[src/rtl/nfd_pkg.sv]
package nfd_pkg;

    typedef enum logic [3:0] {
        ST_READ,
        ST_UNL1,
        ST_CMD,
        ST_ERA_U0,
        ST_ERA_U1,
        ST_ERA_SEL,
        ST_PROG,
        ST_ID,
        ST_QRY,
        ST_QRY_ID,
        ST_CHIP,
        ST_SECT
    } mode_e;

    localparam logic [7:0] CMD_UNLOCK_A = 8'hAA;
    localparam logic [7:0] CMD_UNLOCK_B = 8'h55;
    localparam logic [7:0] CMD_ERASE    = 8'h80;
    localparam logic [7:0] CMD_IDENT    = 8'h90;
    localparam logic [7:0] CMD_PROGRAM  = 8'hA0;
    localparam logic [7:0] CMD_BYPASS   = 8'h20;
    localparam logic [7:0] CMD_CHIP     = 8'h10;
    localparam logic [7:0] CMD_SECTOR   = 8'h30;
    localparam logic [7:0] CMD_SUSPEND  = 8'hB0;
    localparam logic [7:0] CMD_QUERY    = 8'h98;
    localparam logic [7:0] CMD_RESET    = 8'hF0;
    localparam logic [7:0] CMD_BYP_EXIT = 8'h00;

    localparam logic [10:0] QUERY_CADDR = 11'h055;

    localparam logic [2:0] RS_ARRAY  = 3'd0;
    localparam logic [2:0] RS_ID     = 3'd1;
    localparam logic [2:0] RS_ZERO   = 3'd2;
    localparam logic [2:0] RS_QUERY  = 3'd3;
    localparam logic [2:0] RS_STATUS = 3'd4;

    typedef struct packed {
        mode_e mode;
        logic  bypass;
        logic  susp;
        logic  prog_stb;
        logic  sect_stb;
        logic  chip_stb;
        logic  spd_stb;
        logic  rsm_stb;
    } seq_s;

endpackage

[src/rtl/nfd_addr_scale.sv]
module nfd_addr_scale #(
    parameter int IN_W  = 24,
    parameter int PRE_W = 24,
    parameter int OUT_W = 11
) (
    input  logic [IN_W-1:0]  byte_addr,
    input  logic [1:0]       dev_width,
    output logic [OUT_W-1:0] cmd_addr
);

    logic [IN_W-1:0] pre_d;
    logic [IN_W-1:0] shifted_d;

    generate
        if (PRE_W < IN_W) begin : g_premask
            assign pre_d = {{(IN_W-PRE_W){1'b0}}, byte_addr[PRE_W-1:0]};
        end else begin : g_full
            assign pre_d = byte_addr;
        end
    endgenerate

    always_comb begin
        case (dev_width)
            2'b00:   shifted_d = pre_d;
            2'b01:   shifted_d = pre_d >> 1;
            default: shifted_d = pre_d >> 2;
        endcase
    end

    assign cmd_addr = shifted_d[OUT_W-1:0];

endmodule

[src/rtl/nfd_seq_fsm.sv]
module nfd_seq_fsm
    import nfd_pkg::*;
#(
    parameter int CMD_AW = 11
) (
    input  logic              clk,
    input  logic              rst_n,
    input  logic              wr_en,
    input  logic [7:0]        wr_data,
    input  logic [CMD_AW-1:0] wr_caddr,
    input  logic [CMD_AW-1:0] unl0,
    input  logic [CMD_AW-1:0] unl1,
    input  logic              wr_sect_erasing,
    input  logic              erase_window_open,
    input  logic              op_done,
    output mode_e             mode,
    output logic              bypass,
    output logic              susp,
    output logic              prog_stb,
    output logic              sect_stb,
    output logic              chip_stb,
    output logic              spd_stb,
    output logic              rsm_stb
);

    seq_s q, d;

    logic hit_u0, hit_u1, hit_qry;
    assign hit_u0  = (wr_caddr == unl0);
    assign hit_u1  = (wr_caddr == unl1);
    assign hit_qry = (wr_caddr == QUERY_CADDR[CMD_AW-1:0]);

    always_comb begin
        d          = q;
        d.prog_stb = 1'b0;
        d.sect_stb = 1'b0;
        d.chip_stb = 1'b0;
        d.spd_stb  = 1'b0;
        d.rsm_stb  = 1'b0;
        if (wr_en) begin
            if (wr_data == CMD_RESET && q.mode != ST_PROG &&
                q.mode != ST_CHIP && q.mode != ST_SECT) begin
                if (q.mode == ST_QRY_ID) begin
                    d.mode = ST_ID;
                end else begin
                    d.mode   = ST_READ;
                    d.bypass = 1'b0;
                end
            end else begin
                case (q.mode)
                    ST_READ: begin
                        if (hit_qry && wr_data == CMD_QUERY) begin
                            d.mode = ST_QRY;
                        end else if (wr_data == CMD_SECTOR) begin
                            if (q.susp) begin
                                d.mode    = ST_SECT;
                                d.susp    = 1'b0;
                                d.rsm_stb = 1'b1;
                            end else begin
                                d.mode   = ST_READ;
                                d.bypass = 1'b0;
                            end
                        end else if (wr_data == CMD_SUSPEND) begin
                            d.mode = ST_READ;
                        end else if (hit_u0 && wr_data == CMD_UNLOCK_A) begin
                            d.mode = ST_UNL1;
                        end else begin
                            d.mode   = ST_READ;
                            d.bypass = 1'b0;
                        end
                    end
                    ST_UNL1: begin
                        if (hit_u1 && wr_data == CMD_UNLOCK_B) begin
                            d.mode = ST_CMD;
                        end else begin
                            d.mode   = ST_READ;
                            d.bypass = 1'b0;
                        end
                    end
                    ST_CMD: begin
                        if (!q.bypass && !hit_u0) begin
                            d.mode   = ST_READ;
                            d.bypass = 1'b0;
                        end else begin
                            case (wr_data)
                                CMD_BYPASS:  d.bypass = 1'b1;
                                CMD_ERASE:   d.mode   = ST_ERA_U0;
                                CMD_IDENT:   d.mode   = ST_ID;
                                CMD_PROGRAM: d.mode   = ST_PROG;
                                default: begin
                                    d.mode   = ST_READ;
                                    d.bypass = 1'b0;
                                end
                            endcase
                        end
                    end
                    ST_ERA_U0: begin
                        if (hit_u0 && wr_data == CMD_UNLOCK_A) begin
                            d.mode = ST_ERA_U1;
                        end else begin
                            d.mode   = ST_READ;
                            d.bypass = 1'b0;
                        end
                    end
                    ST_ERA_U1: begin
                        if (hit_u1 && wr_data == CMD_UNLOCK_B) begin
                            d.mode = ST_ERA_SEL;
                        end else begin
                            d.mode   = ST_READ;
                            d.bypass = 1'b0;
                        end
                    end
                    ST_ERA_SEL: begin
                        if (!q.susp && wr_data == CMD_CHIP && hit_u0) begin
                            d.mode     = ST_CHIP;
                            d.chip_stb = 1'b1;
                        end else if (!q.susp && wr_data == CMD_SECTOR) begin
                            d.mode     = ST_SECT;
                            d.sect_stb = 1'b1;
                        end else begin
                            d.mode   = ST_READ;
                            d.bypass = 1'b0;
                        end
                    end
                    ST_PROG: begin
                        if (q.susp && wr_sect_erasing) begin
                            if (q.bypass) begin
                                d.mode = ST_CMD;
                            end else begin
                                d.mode = ST_READ;
                            end
                        end else begin
                            d.prog_stb = 1'b1;
                            d.mode     = q.bypass ? ST_CMD : ST_READ;
                        end
                    end
                    ST_ID: begin
                        if (q.bypass && wr_data == CMD_BYP_EXIT) begin
                            d.mode   = ST_READ;
                            d.bypass = 1'b0;
                        end else if (hit_qry && wr_data == CMD_QUERY) begin
                            d.mode = ST_QRY_ID;
                        end else begin
                            d.mode   = ST_READ;
                            d.bypass = 1'b0;
                        end
                    end
                    ST_CHIP: begin
                        d.mode = ST_CHIP;
                    end
                    ST_SECT: begin
                        if (wr_data == CMD_SUSPEND) begin
                            d.mode    = ST_READ;
                            d.susp    = 1'b1;
                            d.spd_stb = 1'b1;
                        end else if (erase_window_open) begin
                            if (wr_data == CMD_SECTOR) begin
                                d.sect_stb = 1'b1;
                            end else begin
                                d.mode   = ST_READ;
                                d.bypass = 1'b0;
                            end
                        end
                    end
                    default: begin
                        d.mode   = ST_READ;
                        d.bypass = 1'b0;
                    end
                endcase
            end
        end else if (op_done && (q.mode == ST_CHIP || q.mode == ST_SECT)) begin
            d.mode = q.bypass ? ST_CMD : ST_READ;
        end
    end

    always_ff @(posedge clk or negedge rst_n) begin
        if (!rst_n) begin
            q <= '{mode: ST_READ, default: 1'b0};
        end else begin
            q <= d;
        end
    end

    assign mode     = q.mode;
    assign bypass   = q.bypass;
    assign susp     = q.susp;
    assign prog_stb = q.prog_stb;
    assign sect_stb = q.sect_stb;
    assign chip_stb = q.chip_stb;
    assign spd_stb  = q.spd_stb;
    assign rsm_stb  = q.rsm_stb;

    AST_STB_EXCLUSIVE: assert property (@(posedge clk) disable iff (!rst_n)
        $onehot0({q.prog_stb, q.sect_stb, q.chip_stb, q.spd_stb, q.rsm_stb}));
    AST_PROG_LEAVES: assert property (@(posedge clk) disable iff (!rst_n)
        q.prog_stb |-> (q.mode == ST_READ || q.mode == ST_CMD));
    AST_CHIP_FROM_SEL: assert property (@(posedge clk) disable iff (!rst_n)
        q.chip_stb |-> $past(q.mode) == ST_ERA_SEL);
    AST_CHIP_HOLDS: assert property (@(posedge clk) disable iff (!rst_n)
        (q.mode == ST_CHIP && !op_done) |=> q.mode == ST_CHIP);
    AST_QRY_EXIT: assert property (@(posedge clk) disable iff (!rst_n)
        (q.mode == ST_QRY && wr_en) |=> q.mode == ST_READ);
    AST_SUSPEND_IDLE: assert property (@(posedge clk) disable iff (!rst_n)
        q.spd_stb |-> (q.susp && q.mode == ST_READ));

endmodule

[src/rtl/nfd_read_sel.sv]
module nfd_read_sel
    import nfd_pkg::*;
#(
    parameter int          RD_IW   = 8,
    parameter logic [15:0] ID_WORD2 = 16'h2201,
    parameter logic [15:0] ID_WORD3 = 16'h00FF
) (
    input  mode_e            mode,
    input  logic             susp,
    input  logic             rd_sect_erasing,
    input  logic [RD_IW-1:0] rd_idx,
    output logic [2:0]       rd_sel,
    output logic [1:0]       rd_id_num
);

    localparam logic [RD_IW-1:0] IDX_ID0  = RD_IW'(8'h00);
    localparam logic [RD_IW-1:0] IDX_ID1  = RD_IW'(8'h01);
    localparam logic [RD_IW-1:0] IDX_PROT = RD_IW'(8'h02);
    localparam logic [RD_IW-1:0] IDX_ID2  = RD_IW'(8'h0E);
    localparam logic [RD_IW-1:0] IDX_ID3  = RD_IW'(8'h0F);
    localparam logic ID2_VALID = (ID_WORD2[7:0] != 8'hFF);
    localparam logic ID3_VALID = (ID_WORD3[7:0] != 8'hFF);

    always_comb begin
        rd_sel    = RS_ARRAY;
        rd_id_num = 2'd0;
        case (mode)
            ST_ID: begin
                if (rd_idx == IDX_ID0) begin
                    rd_sel = RS_ID;
                end else if (rd_idx == IDX_ID1) begin
                    rd_sel    = RS_ID;
                    rd_id_num = 2'd1;
                end else if (rd_idx == IDX_PROT) begin
                    rd_sel = RS_ZERO;
                end else if (rd_idx == IDX_ID2 && ID2_VALID) begin
                    rd_sel    = RS_ID;
                    rd_id_num = 2'd2;
                end else if (rd_idx == IDX_ID3 && ID3_VALID) begin
                    rd_sel    = RS_ID;
                    rd_id_num = 2'd3;
                end
            end
            ST_QRY, ST_QRY_ID:        rd_sel = RS_QUERY;
            ST_PROG, ST_CHIP, ST_SECT: rd_sel = RS_STATUS;
            default: begin
                if (susp && rd_sect_erasing) begin
                    rd_sel = RS_STATUS;
                end
            end
        endcase
    end

endmodule

[src/rtl/nor_cmd_decoder.sv]
module nor_cmd_decoder
    import nfd_pkg::*;
#(
    parameter int          ADDR_W   = 24,
    parameter int          CMD_AW   = 11,
    parameter int          RD_IW    = 8,
    parameter logic [15:0] ID_WORD2 = 16'h2201,
    parameter logic [15:0] ID_WORD3 = 16'h00FF
) (
    input  logic              clk,
    input  logic              rst_n,
    input  logic [1:0]        dev_width,
    input  logic [15:0]       unlock_addr0,
    input  logic [15:0]       unlock_addr1,
    input  logic              wr_en,
    input  logic [ADDR_W-1:0] wr_addr,
    input  logic [7:0]        wr_data,
    input  logic              wr_sect_erasing,
    input  logic [ADDR_W-1:0] rd_addr,
    input  logic              rd_sect_erasing,
    input  logic              erase_window_open,
    input  logic              op_done,
    output logic              prog_stb,
    output logic              sect_erase_stb,
    output logic              chip_erase_stb,
    output logic              suspend_stb,
    output logic              resume_stb,
    output logic              bypass_on,
    output logic              erase_suspended,
    output logic [2:0]        rd_sel,
    output logic [1:0]        rd_id_num,
    output logic [RD_IW-1:0]  rd_index
);

    logic [CMD_AW-1:0] wr_caddr;
    logic [CMD_AW-1:0] unl0_m, unl1_m;
    mode_e             mode;

    assign unl0_m = unlock_addr0[CMD_AW-1:0];
    assign unl1_m = unlock_addr1[CMD_AW-1:0];

    nfd_addr_scale #(.IN_W(ADDR_W), .PRE_W(ADDR_W), .OUT_W(CMD_AW)) u_wr_scale (
        .byte_addr (wr_addr),
        .dev_width (dev_width),
        .cmd_addr  (wr_caddr)
    );

    nfd_addr_scale #(.IN_W(ADDR_W), .PRE_W(RD_IW), .OUT_W(RD_IW)) u_rd_scale (
        .byte_addr (rd_addr),
        .dev_width (dev_width),
        .cmd_addr  (rd_index)
    );

    nfd_seq_fsm #(.CMD_AW(CMD_AW)) u_fsm (
        .clk               (clk),
        .rst_n             (rst_n),
        .wr_en             (wr_en),
        .wr_data           (wr_data),
        .wr_caddr          (wr_caddr),
        .unl0              (unl0_m),
        .unl1              (unl1_m),
        .wr_sect_erasing   (wr_sect_erasing),
        .erase_window_open (erase_window_open),
        .op_done           (op_done),
        .mode              (mode),
        .bypass            (bypass_on),
        .susp              (erase_suspended),
        .prog_stb          (prog_stb),
        .sect_stb          (sect_erase_stb),
        .chip_stb          (chip_erase_stb),
        .spd_stb           (suspend_stb),
        .rsm_stb           (resume_stb)
    );

    nfd_read_sel #(.RD_IW(RD_IW), .ID_WORD2(ID_WORD2), .ID_WORD3(ID_WORD3)) u_rsel (
        .mode            (mode),
        .susp            (erase_suspended),
        .rd_sect_erasing (rd_sect_erasing),
        .rd_idx          (rd_index),
        .rd_sel          (rd_sel),
        .rd_id_num       (rd_id_num)
    );

    AST_CHIP_STATUS: assert property (@(posedge clk) disable iff (!rst_n)
        chip_erase_stb |-> rd_sel == RS_STATUS);
    AST_RESUME_STATUS: assert property (@(posedge clk) disable iff (!rst_n)
        resume_stb |-> (rd_sel == RS_STATUS && !erase_suspended));

endmodule

[config.mk]
export PLATFORM = sky130hd
export DESIGN_NAME = nor_cmd_decoder
export DESIGN_NICKNAME = d
export VERILOG_FILES = /design/src/rtl/nfd_pkg.sv /design/src/rtl/nfd_addr_scale.sv /design/src/rtl/nfd_seq_fsm.sv /design/src/rtl/nfd_read_sel.sv /design/src/rtl/nor_cmd_decoder.sv
export SDC_FILE = /design/constraint.sdc
export NUM_CORES = 1
export LEC_CHECK = 0
export BUFFER_PORTS_ARGS = -buffer_cell sky130_fd_sc_hd__buf_2
export CAP_MARGIN = 20
export CORE_MARGIN = 3
export CORE_UTILIZATION = 47
export CTS_CLUSTER_DIAMETER = 100
export DETAILED_ROUTE_END_ITERATION = 7
export GPL_TIMING_DRIVEN = 1
export PLACE_DENSITY = 0.92
export SLEW_MARGIN = 30
export SYNTH_ARGS = -nofsm -noshare
export SYNTH_HDL_FRONTEND = slang
export SYNTH_SLANG_ARGS = --single-unit
[constraint.sdc]
create_clock -name clk -period 6.2 [get_ports clk]
set_clock_uncertainty 0.1 [all_clocks]
set_input_delay 0.62 -clock clk [delete_from_list [all_inputs] [get_ports clk]]
set_output_delay 0.62 -clock clk [all_outputs]
set_load 0.05 [all_outputs]
# [Yosys cells after proc, flatten, opt, wreduce, memory -nomap -nowiden]
# Cells that the tools add are included.
[word_totals] wordCells=161 input_bits=97 out_inout_bits=20 reg_bits=11
[op_classes] reduce_logical=32 eq_ne=51 muxes=69 n_bitwise=1
[ops] operator="8-bit == test (second input constant)" n=7
[ops] operator="5-bit 2-to-1 mux" n=8
[ops] operator="4-bit case mux with 10 select lines" n=1
[ops] operator="4-bit 2-to-1 mux" n=9
[ops] operator="1-bit 2-to-1 mux" n=28
[ops] operator="11-bit == test" n=2
[ops] operator="11-bit case mux with 2 select lines" n=1
[ops] operator="3-bit 2-to-1 mux" n=7
[ops] operator="3-bit by 2-bit != test with 1-bit output (second input constant)" n=7
[ops] operator="4-bit by 3-bit == test with 1-bit output (second input constant)" n=4
[ops] operator="4-bit == test (second input constant)" n=4
[ops] operator="8-bit by 6-bit == test with 1-bit output (second input constant)" n=2
[ops] operator="8-bit logical NOT" n=2
[ops] operator="2-bit 2-to-1 mux" n=8
[ops] operator="4-bit case mux with 4 select lines" n=1
[ops] operator="8-bit case mux with 2 select lines" n=1
[ops] operator="1-bit logical AND" n=14
[ops] operator="14-bit AND reduction" n=1
[ops] operator="4-bit != test (second input constant)" n=3
[ops] operator="11-bit by 7-bit == test with 1-bit output (second input constant)" n=1
[ops] operator="5-bit by 3-bit != test with 1-bit output (second input constant)" n=2
[ops] operator="3-bit case mux with 3 select lines" n=1
[ops] operator="4-bit by 2-bit == test with 1-bit output (second input constant)" n=2
[ops] operator="8-bit by 1-bit == test with 1-bit output (second input constant)" n=1
[ops] operator="23 further kinds" n=36

# [Longest topological paths before layout]
# Gate-level depths: netlist of run 1.
[logic_depth] ltp_word=11 depth_mapped=11 ltp_nobuf=8

# [By module]
# Synthesis of run 1 repeated with hierarchy kept, for this count alone.
[unflattened] hier_cells=239 area_unflattened_um2=1800.5
[modules_own_cells] mod="nfd_seq_fsm" n_inst=1 cells_each=161 seq_area_each_um2=275.3 area_each_um2=1310.0
[modules_own_cells] mod="nfd_addr_scale at u_wr_scale" n_inst=1 cells_each=36 seq_area_each_um2=0.0 area_each_um2=227.7
[modules_own_cells] mod="nfd_addr_scale at u_rd_scale" n_inst=1 cells_each=23 seq_area_each_um2=0.0 area_each_um2=157.7
[modules_own_cells] mod="nfd_read_sel" n_inst=1 cells_each=19 seq_area_each_um2=0.0 area_each_um2=105.1

# [Least setup slack after synthesis of run 1]
# No wires, ideal clock.
[synth_timing] path_type="input to output" from="in dev_width[1]" to="out rd_id_num[0]" t_arrival_ns=3.787 path_buffers=4 setup_slack_ns=1.693 path_stages=7 required_ns=5.480 cell_sequence="buf_2 > buf_2 > clkbuf_1 > clkbuf_1 > o21ai_0 > nand2_1 > nor3_1"
[synth_via] elab_chain_len=7 word_cells_on_any_way=10 cone_classes="eq/ne: 3; mux: 5; reduce/logical: 2"
[synth_rtl] item="start: declaration" line="nor_cmd_decoder.sv:12" rtl="input logic [1:0] dev_width,"
[synth_rtl] item="2-bit by 1-bit == test with 1-bit output or 2-bit logical NOT (tied branches)" line="nfd_addr_scale.sv:23" rtl="case (dev_width)"
[synth_rtl] item="8-bit case mux with 2 select lines (*)" line="nfd_addr_scale.sv:23"
[synth_rtl] item="via rd_index[0]" line="nor_cmd_decoder.sv:32" rtl="output logic [RD_IW-1:0] rd_index"
[synth_rtl] item="8-bit by 2-bit == test with 1-bit output" line="nfd_read_sel.sv:34" rtl="end else if (rd_idx == IDX_PROT) begin"
[synth_rtl] item="2-bit 2-to-1 mux" line="nfd_read_sel.sv:34"
[synth_rtl] item="2-bit 2-to-1 mux" line="nfd_read_sel.sv:31" rtl="end else if (rd_idx == IDX_ID1) begin"
[synth_rtl] item="2-bit 2-to-1 mux (*)" line="nfd_read_sel.sv:29" rtl="if (rd_idx == IDX_ID0) begin"
[synth_rtl] item="2-bit 2-to-1 mux (*)" line="nfd_read_sel.sv:27" rtl="case (mode)"
[synth_rtl] item="end: declaration" line="nor_cmd_decoder.sv:31" rtl="output logic [1:0] rd_id_num,"
# Mark *: on every way through the listed nets, which the timed path passes. The rest lies on a longest branch.

# [Worst setup path after layout of run 1]
[layout_timing] from="in dev_width[0]" to="reg u_fsm.q, in the netlist u_fsm.bypass"
[layout_via] elab_chain_len=10 word_cells_on_any_way=25 cone_classes="eq/ne: 9; mux: 8; reduce/logical: 8"
[layout_rtl] item="2-bit by 1-bit == test with 1-bit output or 2-bit logical NOT (tied branches)" line="nfd_addr_scale.sv:23"
[layout_rtl] item="11-bit case mux with 2 select lines (*)" line="nfd_addr_scale.sv:23"
[layout_rtl] item="11-bit == test" line="nfd_seq_fsm.sv:29" rtl="assign hit_u0 = (wr_caddr == unl0);"
[layout_rtl] item="1-bit logical AND" line="nfd_seq_fsm.sv:65, nfd_seq_fsm.sv:98"
[layout_rtl] item="1-bit 2-to-1 mux (2 in series)"
[layout_rtl] item="5-bit 2-to-1 mux"
[layout_rtl] item="2-bit 2-to-1 mux"
[layout_rtl] item="1-bit case mux with 8 select lines" line="nfd_seq_fsm.sv:50" rtl="case (q.mode)"
[layout_rtl] item="5-bit 2-to-1 mux" line="nfd_seq_fsm.sv:41" rtl="if (wr_data == CMD_RESET && q.mode != ST_PROG &&"
[layout_rtl] item="end signal: assignment" line="nfd_seq_fsm.sv:178" rtl="q <= '{mode: ST_READ, default: 1'b0};"
[layout_rtl] item="end signal: assignment" line="nfd_seq_fsm.sv:180" rtl="q <= d;"
[layout_rtl] item="end: declaration" line="nfd_seq_fsm.sv:26" rtl="seq_s q, d;"
# Mark *: on every way between the ends. The rest lies on a longest branch, timed or not. The select of a mux whose other input is x is not followed.
# A chain may end at the register's enable or synchronous reset.

==> results of run 1 <==
==> cells in the final DEF, fill, tap and decap left out, drive strengths merged, types with 4 or more instances in the layout <==
| cell type | n |
|---|---|
| buf | 79 |
| mux2 | 11 |
| dfrtp | 11 |
| a31oi | 5 |
| clkbuf | 4 |
| mux2i | 20 |
| o21ai | 15 |
| nand4 | 4 |
| nand3 | 8 |
| nand2 | 30 |
| nand2b | 6 |
| nor4 | 12 |
| nor3 | 9 |
| nor4bb | 7 |
| and3 | 4 |
| xnor2 | 11 |
| o22ai | 4 |
| nor2 | 24 |
| inv | 6 |
| a21oi | 9 |
| xor2 | 11 |
==> registers in the layout, summed over array words and instances (netlist names) <==
register / cells
u_fsm.spd_stb: 1
u_fsm.susp: 1
u_fsm.chip_stb: 1
u_fsm.prog_stb: 1
u_fsm.sect_stb: 1
u_fsm.mode: 4
u_fsm.bypass: 1
u_fsm.rsm_stb: 1
==> critical path: stages <==
cell and delay (ns):
buf_2 0.46, mux2_2 0.39, o21ai_0 0.42, xor2_1 0.20, nand4_1 0.16, or3_1 0.52
o41ai_2 0.39, a21oi_1 0.11, mux2i_1 0.13
==> final timing paths <==
| kind | start | endpoint | slack, ns | depth (start not counted) |
|---|---|---|---|---|
| hold / removal | rst_n | u_fsm.sect_stb | 0.13 | 1 |
| setup reg to reg | u_fsm.mode[3] | u_fsm.bypass | 3.77 | 8 |
| hold reg to reg | u_fsm.bypass | u_fsm.mode[1] | 0.53 | 2 |
| max in group asynchronous | rst_n | u_fsm.mode[0] | 5.66 | 1 |
| min in group clk | wr_sect_erasing | u_fsm.prog_stb | 0.48 | 2 |
| setup / recovery | dev_width[0] | u_fsm.bypass | 2.85 | 9 |
==> power groups by stage <==
stage               clock network, mW  registers, mW  logic (mW)
global placement                    0         0.0734       0.114
finish                         0.0728         0.0722       0.118
detailed placement                  0         0.0734       0.118
floorplan                           0         0.0733      0.0768
global route                   0.0782         0.0721       0.129
CTS                            0.0742         0.0722       0.118
==> cell families after synthesis <==
family          count (synthesis)
compound gates                 51
xor+xnor                       22
buf+inv                        17
flops                          11
mux                            31
simple gates                  119
==> cell type report <==
cell class                      instances  area (µm²)  area share (%)
Timing Repair Buffer                   79         395            17.1
Sequential cell                        11         275            11.9
Multi-Input combinational cell        223        1510            65.4
Tap cell                               48        60.1            2.60
Inverter                                6        22.5           0.975
Clock buffer                            4        45.0            1.95
==> per-layer routing <==
metal	up-vias	share of wire (%)	track usage, %
li1	1080	-	-
met1	1025	40	29.5
met2	111	50	45.5
met3	7	8.5	4.54
met4	0	1.2	7.79
met5	-	0	0
==> metrics by stage <==
stage	hold slack, ns	util [%]	instance area (µm²)
finish	0.134	61.7	2310
global route	0.149	61.7	2310
CTS	0.140	61.7	2310
detailed placement	0.399	60.5	2260
floorplan	0.224	-	1860
global placement	0.390	60.5	2260
==> results.md, run 1 <==
* RSZ-0062 raised after global routing: no
* Simple-gate portion of the synthesized area at 33.8%
* Pwr dens at 114 nW/µm²
* Setup TNS at 0 ns
* Worst-margin pin slew at 0.641 ns
* Area growth syn-to-layout at 24.1%
* Primary FF master, synth: dfrtp_1
* Fin crit period at 3.35 ns
* Register area share after synthesis at 14.8%
* Netlist Area Pre-Place at 1860 µm²
* CTS root buf: clkbuf_8
* I/O Pins at 117
* First-pass GRT wire length at 9290 µm
* Width of the die at 68.9 µm
* Pint at 0.167 mW
* Yosys top cell by area: dfrtp_1
* Slew HR at 56.9%
* Final net count at 421
* Number of instances in the placed design at 367
* Port bufs at 79
* Top-area cell type share of the netlist area at 14.8%
* Synth unique cells at 49
* Async SR Flop Fraction at 100%
* Adder-cell share of the synthesized area at 0%
* Final Slew Violations at 0
* DR WL/cell at 15.2 µm
* Number of flops mapped to enable cells by yosys at 0
* Crit path capture type: register
* Core area at 3740 µm²
* Post-CTS Resized at 0
* Die Footprint at 4750 µm²
* # fillers at 345
* Rows at 22
* Synth Area in Compound Gates at 17.8%
* Largest net degree at the start of global routing at 33
* Combinational Power Share at 44.9%
* Leak Pwr at 1.06 nW
* Final ANT Viol Nets at 0
* Layout cells sized above 1 at 30.7%
* Via count at 2223
* Routed WL at 5630 µm
* Worst setup SP type: input pin
* Max VDD drop at 0.0000497 V
* GRT Resource Usage Total at 25.1%
* Setup Crit Path Kind: input pin to register
* Multiplexer area fraction after synthesis at 19.2%
* Initial cell density of the core at 49.7%
* Max Cap Viol at 0
* GPL Wtd Cong at 0.983
* DRC Markers at 0
* Antenna diodes at 0
* CTS buffer count at 3
* Pre-CTS setup slack at 2.60 ns
* P_sw at 0.0961 mW
* Largest family of logic cells by synthesized area: simple AND/OR/NAND/NOR gates
* H-tree depth at 1
* Crit-path max FO at 22
* # hold bufs at CTS at 0
* Syn Nets at 348
* Final Power at 0.263 mW
* Initial antenna violation count at 0
* Clk pin slew, worst setup/hold paths at 0.05 ns
* Post-CTS Setup Bufs at 0
* Synth cell count leaders: nand2_1, nor2_1, mux2i_1, o21ai_0, nor4_1
* Num Clock Sinks at 11
* Clk pwr share at 27.7%
* Number of global-route vias before repair at 2124
* Synth Register Bits at 11
* Drt first pass iters at 5
* Clock Tree Buf Depth at 2
* Max Freq at 298 MHz
* Post-route insts no fill at 371
* Starting DRT DRC Count at 196
* Fin crit share at 54.1%
* Worst-Skew Late Latency at 0.24 ns
* Post-synthesis xor/xnor area fraction at 10.3%
* CTS tree: yes
* Final setup vio count at 0
* Final hold viol count at 0
* GRT overflow at 0
* Vias/cell at 5.99
* DIE HEIGHT at 68.9 µm
* Most common cell in the netlist: nand2_1
* Worst setup margin at 2.85 ns
* Data required, critical path at 6.26 ns
* Synth warnings at 0
* CP arrival at 3.42 ns
* Switching share of power at 36.5%
* Synth Instances at 251
* Worst Hold Class: input pin to asynchronous set/reset pin
* Post-DP HPWL at 4650 µm
* Top post-synthesis cells by area: dfrtp_1, mux2i_1, nand2_1, xnor2_1, xor2_1
* Sequential power share at 27.4%
* Synthesized area per cell at 7.42 µm²
* Status: finished clean
Power figures use the tool's default switching activity.
==> run 2, diff against run 1 <==
CORE_UTILIZATION = 40   (was 47)
PLACE_DENSITY = 0.84   (was 0.92)
clock period = 2.8 ns   (was 6.2 ns; I/O delays follow)
==> run 2 against run 1 <==
Net effect: non-clock buffer count up 14; worst hold slack gained 0.045 ns; sequential cell count unchanged; cell area up 8.0%; clock power up 120%; critical path depth grew 1; clock-buffer cell count did not move; via count grew 3.6%; cell count is 4.9% higher; power grew 130%; global-route usage is 3.2 points lower; critical endpoint unchanged; largest cell class unchanged.
==> results.md, run 2 (same netlist as run 1, synthesis figures left out) <==
* Status: finished clean
* Multi-input logic area at 1580 µm²
* Final ANT Viol Nets at 0
* Drt first pass iters at 7
* GR Util met2 at 37.7%
* Post-route insts no fill at 389
* # fillers at 416
* Final net count at 435
* GR peak layer: met2
* CP arrival at 2.63 ns
* Worst-Skew Late Latency at 0.24 ns
* Final hold viol count at 0
* Clk pin slew, worst setup/hold paths at 0.05 ns
* Max Freq at 390 MHz
* Core Util, Final at 56.5%
* Fin crit share at 91.5%
* Worst-margin pin slew at 0.462 ns
* Worst setup SP type: input pin
* Num Clock Sinks at 11
* Final Power at 0.607 mW
* Vias/cell at 5.92
* Antenna diodes at 0
* Slew HR at 68.4%
* Die Footprint at 5510 µm²
* DIE HEIGHT at 74.2 µm
* DRC Markers at 0
* Port bufs at 79
* CTS root buf: clkbuf_8
* Combinational Power Share at 47.2%
* Post-CTS Resized at 0
* Seq. cell area at 275 µm²
* Sequential power share at 26.3%
* Clock Tree Buf Depth at 2
* Most frequent cells in the layout: buf_2, nand2_1, nor2_1
* Routed WL at 6010 µm
* Core area at 4410 µm²
* Initial cell density of the core at 42.2%
* Switching share of power at 36.9%
* Worst Hold Class: input pin to register
* Clk pwr share at 26.5%
* Pre-CTS setup slack at 0.00618 ns
* RSZ-0062 raised after global routing: no
* Leak Pwr at 1.15 nW
* Final setup vio count at 0
* Pwr dens at 243 nW/µm²
* CTS tree: yes
* Number of global-route vias before repair at 2081
* Most common cell after layout, fill and taps aside: buf_2
* I/O Pins at 117
* Via count at 2303
* Layout cells sized above 1 at 36.5%
* Max VDD drop at 0.000137 V
* GRT met3 Usage at 4.32%
* CP max stage delay at 0.46 ns
* Largest net degree at the start of global routing at 20
* Cells along the critical path: buf_2 > buf_4 > mux2_4 > mux2i_2 > xor2_1 > nand4_1 > or3_1 > o41ai_2 > a21oi_1 > mux2i_1
* GRT overflow at 0
* Setup TNS at 0 ns
* Data required, critical path at 2.87 ns
* CTS buffer count at 3
* Number of instances in the placed design at 384
* Starting DRT DRC Count at 208
* Worst setup margin at 0.238 ns
* Rows at 24
* Crit path capture type: register
* Width of the die at 74.2 µm
* Pint at 0.383 mW
* Post-CTS Setup Bufs at 0
* Initial antenna violation count at 0
* Setup Crit Path Kind: input pin to register
* DR WL/cell at 15.4 µm
* P_sw at 0.224 mW
* Worst path slowest cell: or3_1
* H-tree depth at 1
* Post-DP HPWL at 4970 µm
* Number of flip-flops in the largest register at 4
* Crit-path max FO at 11
* GPL Wtd Cong at 0.953
* Fin crit period at 2.56 ns
* Final Slew Violations at 0
* # hold bufs at CTS at 1
* First-pass GRT wire length at 9690 µm
* Met1 Use GR at 28.4%
* GRT Resource Usage Total at 21.9%
* Max Cap Viol at 0
* R2R setup slack at 0.31 ns
* Area growth syn-to-layout at 34.0%
==> run 2: changes by cell type in the layout (fill, tap and decap cells not counted), sizes merged <==
cell,previous run,this run
buf,79,92
dlygate4sd3,0,1
==> run 2: per-stage QoR <==
stage / hold slack [ns] / cell area (µm²)
floorplan: -0.116 / 1940
global placement: 0.0636 / 2440
detailed placement: 0.0647 / 2440
CTS: 0.174 / 2490
global route: 0.185 / 2490
finish: 0.179 / 2490
==> run 2: worst max-delay path, delay by kind of cell <==
kind                   cells  cell delay, ns
AO/OA/AOI/OAI              2            0.46
XOR/XNOR                   1            0.17
buffers and inverters      2            0.46
multiplexers               3            0.63
AND/OR/NAND/NOR            2            0.62
==> run 2: final timing paths <==
| path | cells past startpoint | startpoint | endpoint |
|---|---|---|---|
| worst max-delay path | 10 | dev_width[0] | u_fsm.bypass |
| worst min-delay path | 2 | wr_sect_erasing | u_fsm.prog_stb |
| worst max register to register | 8 | u_fsm.mode[3] | u_fsm.bypass |
| worst min register to register | 2 | u_fsm.bypass | u_fsm.mode[1] |
| max in group asynchronous | 2 | rst_n | u_fsm.spd_stb |
| min in group asynchronous | 2 | rst_n | u_fsm.mode[1] |
==> run 2: per-layer routing <==
metal | wire (µm) | part of all wire, % | vias to the layer above
li1 | - | - | 1115
met1 | 2470 | 41 | 1033
met2 | 2850 | 47 | 147
met3 | 622 | 10 | 8
met4 | 66 | 1.1 | 0
met5 | 0 | 0 | -
==> run 2: power by group through the flow <==
| stage | Combinational [mW] | Clock, mW | Sequential (mW) |
|---|---|---|---|
| floorplan | 0.180 | 0 | 0.162 |
| global placement | 0.278 | 0 | 0.162 |
| detailed placement | 0.285 | 0 | 0.162 |
| CTS | 0.286 | 0.162 | 0.160 |
| global route | 0.311 | 0.169 | 0.160 |
| finish | 0.287 | 0.161 | 0.160 |
==> run 2: final cells by class <==
class / count / area share (%)
clock buffers: 4 / 1.81
flip-flops and latches: 11 / 11.0
multi-input cells: 223 / 63.5
repair buffers: 93 / 20.2
well taps: 52 / 2.61
inverters: 6 / 0.903
